<file path="config.mk">
export PLATFORM = sky130hd
export DESIGN_NAME = hotplug_reset_seq
export DESIGN_NICKNAME = d
export VERILOG_FILES = /design/src/rtl/hps_pkg.sv /design/src/rtl/hps_rst_sync.sv /design/src/rtl/hps_win_timer.sv /design/src/rtl/hps_track_gate.sv /design/src/rtl/hotplug_reset_seq.sv
export SDC_FILE = /design/constraint.sdc
export NUM_CORES = 1
export LEC_CHECK = 0
export ABC_AREA = 1
export BUFFER_PORTS_ARGS = -buffer_cell sky130_fd_sc_hd__buf_4
export CORE_UTILIZATION = 25
export DETAILED_ROUTE_END_ITERATION = 8
export PLACE_DENSITY = 0.45
export SLEW_MARGIN = 40
export SYNTH_ARGS = -nofsm -noshare
export SYNTH_HDL_FRONTEND = slang
export SYNTH_HIERARCHICAL = 1
export SYNTH_SLANG_ARGS = --single-unit
</file>
<file path="constraint.sdc">
create_clock -name clk -period 1.26 [get_ports clk]
set_input_delay 0 -clock clk [delete_from_list [all_inputs] [get_ports clk]]
set_output_delay 0 -clock clk [all_outputs]
set_load 0.02 [all_outputs]
</file>
<file path="src/rtl/hps_pkg.sv">
package hps_pkg;

  typedef enum logic [1:0] {
    SEQ_HOLD      = 2'd0,
    SEQ_WAIT_IDLE = 2'd1,
    SEQ_TRACK     = 2'd2
  } seq_state_e;

  function automatic int cnt_w(input int limit);
    return (limit < 2) ? 1 : $clog2(limit + 1);
  endfunction

endpackage

</file>
<file path="src/rtl/hps_rst_sync.sv">
module hps_rst_sync #(
  parameter int STAGES = 2
) (
  input  logic clk,
  input  logic src_n,
  output logic rst_n_o
);

  logic [STAGES-1:0] sync_q;
  logic [STAGES-1:0] sync_nxt;

  generate
    if (STAGES == 1) begin : g_one
      always_comb sync_nxt = 1'b1;
    end else begin : g_chain
      always_comb sync_nxt = {sync_q[STAGES-2:0], 1'b1};
    end
  endgenerate

  always_ff @(posedge clk or negedge src_n) begin
    if (!src_n) sync_q <= '0;
    else        sync_q <= sync_nxt;
  end

  assign rst_n_o = sync_q[STAGES-1];

endmodule

</file>
<file path="src/rtl/hps_win_timer.sv">
module hps_win_timer #(
  parameter int LIMIT = 5
) (
  input  logic clk,
  input  logic rst_n,
  output logic done_o
);

  localparam int W = hps_pkg::cnt_w(LIMIT);
  localparam logic [W-1:0] LAST = W'(LIMIT - 1);

  logic [W-1:0] cnt_q, cnt_nxt;
  logic         done_q, done_nxt;
  logic         cnt_en;

  assign cnt_en = !done_q;

  always_comb begin
    cnt_nxt  = cnt_q;
    done_nxt = done_q;
    if (cnt_en) begin
      cnt_nxt  = cnt_q + W'(1);
      done_nxt = (cnt_q == LAST);
    end
  end

  always_ff @(posedge clk or negedge rst_n) begin
    if (!rst_n) begin
      cnt_q  <= '0;
      done_q <= 1'b0;
    end else begin
      if (cnt_en) cnt_q <= cnt_nxt;
      done_q <= done_nxt;
    end
  end

  assign done_o = done_q;

endmodule

</file>
<file path="src/rtl/hps_track_gate.sv">
module hps_track_gate
  import hps_pkg::*;
(
  input  logic clk,
  input  logic rst_n,
  input  logic gap_done,
  input  logic frame_n,
  input  logic irdy_n,
  output logic trk_en_o
);

  seq_state_e state_q, state_nxt;
  logic       bus_idle;

  assign bus_idle = frame_n && irdy_n;

  always_comb begin
    state_nxt = state_q;
    unique case (state_q)
      SEQ_HOLD: begin
        if (gap_done) state_nxt = bus_idle ? SEQ_TRACK : SEQ_WAIT_IDLE;
      end
      SEQ_WAIT_IDLE: begin
        if (bus_idle) state_nxt = SEQ_TRACK;
      end
      SEQ_TRACK: state_nxt = SEQ_TRACK;
      default:   state_nxt = SEQ_HOLD;
    endcase
  end

  always_ff @(posedge clk or negedge rst_n) begin
    if (!rst_n) state_q <= SEQ_HOLD;
    else        state_q <= state_nxt;
  end

  assign trk_en_o = (state_q == SEQ_TRACK);

endmodule

</file>
<file path="src/rtl/hotplug_reset_seq.sv">
module hotplug_reset_seq #(
  parameter int SYNC_STAGES = 2,
  parameter int FRAME_MIN   = 5,
  parameter int INIT_CLKS   = 33554432
) (
  input  logic clk,
  input  logic bp_rst_n,
  input  logic brd_ok_n,
  input  logic frame_n,
  input  logic irdy_n,
  input  logic cfg_req,
  output logic loc_rst_n,
  output logic trk_en,
  output logic cfg_retry,
  output logic init_done
);

  logic src_n;
  logic rst_n_int;
  logic gap_done;
  logic win_done;

  // Reset held while backplane reset is low or the board is not healthy.
  assign src_n = bp_rst_n && !brd_ok_n;

  hps_rst_sync #(.STAGES(SYNC_STAGES)) u_rst_sync (
    .clk     (clk),
    .src_n   (src_n),
    .rst_n_o (rst_n_int)
  );

  hps_win_timer #(.LIMIT(FRAME_MIN)) u_gap_timer (
    .clk    (clk),
    .rst_n  (rst_n_int),
    .done_o (gap_done)
  );

  hps_win_timer #(.LIMIT(INIT_CLKS)) u_init_timer (
    .clk    (clk),
    .rst_n  (rst_n_int),
    .done_o (win_done)
  );

  hps_track_gate u_track (
    .clk      (clk),
    .rst_n    (rst_n_int),
    .gap_done (gap_done),
    .frame_n  (frame_n),
    .irdy_n   (irdy_n),
    .trk_en_o (trk_en)
  );

  assign loc_rst_n = rst_n_int;
  assign init_done = win_done;
  assign cfg_retry = cfg_req && rst_n_int && !win_done;

endmodule

</file>
* Word-level counts from Yosys, hierarchy flattened
Cells that the tools add are included.
** Storage, ports and cells
- Bits in latches :: 0
- Memories kept :: 0
- Memory bits (read-only) :: 0
- Bits in writable memories :: 0
- Logic and storage cells :: 28
- Output and inout port bits :: 4
- Flip-flop bits (word level) :: 35
- Input bits :: 6
** Operators by class
- Bitwise logic cells :: 0
- Reductions and logical operators :: 8
- Equal/unequal tests :: 6
- Order comparisons :: 0
- Add/sub/neg operators :: 2
- Shift-type cells :: 0
- Div/mod/pow operators :: 0
- Multipliers :: 0
- Multiplexer cells :: 6
** Operator list (number)
- adder 26 x 1 -> 26 bit, second input constant :: 1
- == test 26 x 25 -> 1 bit, second input constant :: 1
- two-way mux 2 bit :: 3
- case mux 2 bit (3 select lines) :: 1
- logical AND 1 bit :: 4
- adder 3 x 1 -> 3 bit, second input constant :: 1
- == test 3 bit, second input constant :: 1
- == test 2 x 1 -> 1 bit, second input constant :: 1
- == test 2 bit, second input constant :: 1
- zero test 1 bit :: 2
- zero test 2 bit :: 1
- two-way mux 1 bit :: 2
- != test 2 x 1 -> 1 bit, second input constant :: 1
- != test 2 bit, second input constant :: 1
- AND reduction 2 bit :: 1

* Logic depth before layout (Yosys ltp)
- Depth in word-level cells :: 4
- Depth in mapped cells :: 8
- Gate-level depth less buffers :: 8

* Hierarchy
Netlist, hierarchy kept.
** Modules (own cells, without submodules)
- hps_win_timer (u_init_timer) :: sequential area each 675.6 µm², instances 1, cells each 177, area an instance 1498.9 µm²
- hps_track_gate :: sequential area each 50.0 µm², instances 1, cells each 24, area an instance 190.2 µm²
- hps_win_timer (u_gap_timer) :: sequential area each 100.1 µm², instances 1, cells each 20, area an instance 187.7 µm²
- hps_rst_sync :: sequential area each 50.0 µm², instances 1, cells each 3, area an instance 53.8 µm²
- hotplug_reset_seq :: sequential area each 0.0 µm², instances 1, cells each 4, area an instance 17.5 µm²

* Worst setup path before layout
OpenSTA, ideal clock, no wires.
- Path kind :: register to output
- Start :: register u_rst_sync.sync_q[1]
- End :: output port cfg_retry
- Cell stages (with the launch flop) :: 3
- Path slack :: -270 ps
- Data arrival time :: 1530 ps
- Data required time :: 1260 ps
- Buffers on the path :: 0
- Cells stage by stage :: dfrtp_1 nand2_1 nor2_2
** Between the ends
- Longest elaborated chain between the ends :: 2
** RTL lines
- start: declaration :: line hps_rst_sync.sv:9 : logic [STAGES-1:0] sync_q;
- start signal: assignment :: line hps_rst_sync.sv:22 : else sync_q <= sync_nxt;
- logical AND 1 bit (2 in a row) :: line hotplug_reset_seq.sv:55 : assign cfg_retry = cfg_req && rst_n_int && !win_done;
- end: declaration :: line hotplug_reset_seq.sv:14 : output logic cfg_retry,
No other way between the ends.

* Final worst setup path
- Start :: register u_init_timer.cnt_q[0]
- End :: register u_init_timer.cnt_q[20]
** Between the ends
- Longest elaborated chain between the ends :: 1
** RTL lines
- start: declaration :: line hps_win_timer.sv:12 : logic [W-1:0] cnt_q, cnt_nxt;
- start signal: assignment :: line hps_win_timer.sv:32 : if (cnt_en) cnt_q <= cnt_nxt;
- adder 26 x 1 -> 26 bit :: line hps_win_timer.sv:22 : cnt_nxt = cnt_q + W'(1);
No other way between the ends.
A chain may end at the register's enable or synchronous reset.

==> impl_metrics.env <==
export IMPL_yosysTopAreaCell="dfrtp_1"
export IMPL_synth_fa_ha_area_share_pct=4.50
export IMPL_max_freq_mhz=801
export IMPL_synthSimpleGateAreaFrac_pct=33.1
export IMPL_crit_path_start_kind="register"
export IMPL_arrival_ns=1.42
export IMPL_setup_tns_ns=0
export IMPL_cts_tree="built"
export IMPL_dpl_cell_count=349
export IMPL_n_antenna_cell=0
export IMPL_synth_cell_types=25
export IMPL_setup_ws_ns=0.0119
export IMPL_yosysMostFrequentCell="nand2_1"
export IMPL_path_class="register to register"
export IMPL_r2r_start="u_init_timer/cnt_q[0]"
export IMPL_syn_instance_count=228
export IMPL_clock_sinks=35
export IMPL_die_y_um=90.3
export IMPL_status="complete, no violations"
export IMPL_place_gp_congestion=0.714
export IMPL_h_tree_depth=2
export IMPL_synth_top_cell_area_share_pct=45.0
export IMPL_hold_viol_final=0
export IMPL_drc_errors=0
export IMPL_grt_max_degree=26
export IMPL_crit_path_max_fanout=4
export IMPL_fin_hold_ws_ns=0.0532
export IMPL_start_util_pct=26.3
export IMPL_post_route_period_util_pct=99.1
export IMPL_grt_pass1_vias=1435
export IMPL_final_nets=281
export IMPL_wl_per_cell_um=10.0
export IMPL_path_clk_slew_ns=0.07
export IMPL_total_power_mw=2.54
export IMPL_synth_mux_area_fraction_pct=0
export IMPL_cp_required_ns=1.43
export IMPL_synthTopCellsByCount="nand2_1, dfrtp_1, inv_1, nand3_1, nor2_1"
export IMPL_syn_area_um2=1950
export IMPL_critPathLaunch="u_init_timer/cnt_q[0]"
export IMPL_power_density_nw_per_um2=1010
export IMPL_drt_iter0_markers=60
export IMPL_worstSkewPairLatency_ns=0.28
export IMPL_final_util_pct=34.1
export IMPL_cap_viol_max_count=0
export IMPL_ios=10
export IMPL_num_rows=31
export IMPL_root_buffer="clkbuf_8"
export IMPL_fin_cells=368
export IMPL_core_area_um2=7410
export IMPL_grt_pass1_wl_mm=6.47
export IMPL_die_x_um=90.3
export IMPL_finClkSkew_ns=0.00295
export IMPL_drive_gt1_share_pct=34.6
export IMPL_dpl_cell_area_um2=2240
export IMPL_period_needed_ns=1.25
export IMPL_place_hpwl_mm=2.82
export IMPL_overflow=0
export IMPL_dp_slack_ns=-0.0134
export IMPL_syn_area_per_cell_um2=8.54
export IMPL_yosysSeqAreaShare_pct=45.0
export IMPL_ys_ff_latch=35
export IMPL_rsz0062_at_grt="true"
export IMPL_hold_class="input port to register"
export IMPL_synth_area_leaders="dfrtp_1, nand2_1, inv_1"
export IMPL_grt_use_total_pct=9.85
export IMPL_synth_edff_count=0
export IMPL_async_flop_share_pct=100
export IMPL_setup_viol=0
export IMPL_antenna_found_initial=0
export IMPL_multi_input_area_um2=1010
export IMPL_die_area_um2=8150
export IMPL_slew_violations=0
export IMPL_synth_xor_area_share_pct=8.48
export IMPL_fin_area_um2=2530
export IMPL_setup_worst_path_end_class="register"
export IMPL_viasPerCell=3.93
export IMPL_routed_wl_mm=3.69
export IMPL_leakage_nw=1.30
export IMPL_min_from="irdy_n"
export IMPL_numCtsBuffers=5
export IMPL_io_buffers=9
export IMPL_synth_compound_area_share_pct=1.41
export IMPL_antenna_left=0
export IMPL_ff_latch_area_um2=881
export IMPL_reg2reg_setup_slack_ns=0.01
export IMPL_area_delta_synth_final_pct=29.7
export IMPL_synth_top_family_by_area="simple AND/OR/NAND/NOR gates"
export IMPL_vias=1448
export IMPL_synth_main_ff_cell="dfrtp_1"
export IMPL_yosysWarnings=6
export IMPL_peakVddDrop_v=0.000472
export IMPL_syn_nets=241
export IMPL_dr_pass1_iters=4
export IMPL_fillers=754
export IMPL_cts_max_path_buffers=2
==> cell type report <==
| cell class | count | share of cell area (%) |
|---|---|---|
| multi-input cells | 155 | 40.0 |
| clock buffers | 5 | 2.72 |
| inverters | 38 | 5.74 |
| flip-flops and latches | 35 | 34.9 |
| clock inverters | 3 | 1.73 |
| repair buffers | 33 | 10.0 |
| well taps | 99 | 4.90 |
==> routing by layer <==
metal  up-vias  wire length [um]  GRT usage (%)
met5         -                 0              0
met4         0                26           2.42
met3         2                86           2.53
met2        12              1730           15.5
met1       661              1840           13.5
li1        773                 -              -
==> sequential cells by signal (all words and copies together), names as in the netlist <==
| signal | count |
|---|---|
| u_rst_sync/sync_q | 2 |
| u_init_timer/cnt_q | 26 |
| u_gap_timer/done_o | 1 |
| u_track/state_q | 2 |
| u_gap_timer/cnt_q | 3 |
| u_init_timer/done_o | 1 |
==> where the power goes <==
part	leakage (nW)	switching (mW)	total [mW]	internal, mW
registers	0.451	0.0387	1.20	1.16
clock network	0.0581	0.407	0.996	0.589
logic	0.796	0.196	0.347	0.151
==> worst max-delay path: stages (launching register included) <==
cell	delay [ns]
dfrtp_1	0.36
ha_2	0.20
nand4_2	0.14
nor2_4	0.16
nand2_2	0.09
o21ai_1	0.13
nand2_1	0.06
==> final timing paths <==
check | end | cells after the start
max in group asynchronous | u_rst_sync/sync_q[1] | 5
worst max register to register | u_init_timer/cnt_q[20] | 6
worst min register to register | u_init_timer/cnt_q[2] | 0
min in group asynchronous | u_init_timer/cnt_q[2] | 0
worst max-delay path | u_init_timer/cnt_q[20] | 6
worst min-delay path | u_track/state_q[0] | 4
==> what timing repair did <==
action | in CTS | in global routing
endpoints found under the setup margin | 5 | 17
buffers inserted | 1 | 8
hold endpoints to repair | 2 | 0
resized for setup | 3 | 22
pin swaps | 0 | 4
hold buffers | 2 | 0
==> cell families after synthesis <==
group	after synthesis
simple gates	125
buf+inv	38
flops	35
xor+xnor	18
fa+ha+maj	7
compound gates	4
other cells	1
==> cells in the final DEF (no fill, tap or decap), types with 2 or more instances in the layout <==
cell type      synthesis  routed
clkbuf_8               0       5
nand3b_1               4       4
dfrtp_1               35      31
nand3_1               14      11
ha_1                   7       6
nor2_1                12       8
dfrtp_2                0       4
nand2_1               64      60
xor2_1                 7       7
nor2_4                 4       8
inv_2                  5       7
o21ai_2                2       2
buf_4                  0      31
nand2_2                8      11
inv_1                 32      29
nand3_2                1       3
nand4_1                3       3
dlygate4sd3_1          0       2
nor3_1                 3       2
nor2_2                 7       7
xnor2_1               10       9
o21ai_1                2       2
nand3_4                2       3
nor3_2                 1       2
No activity file was read; power rests on OpenSTA's default activity.
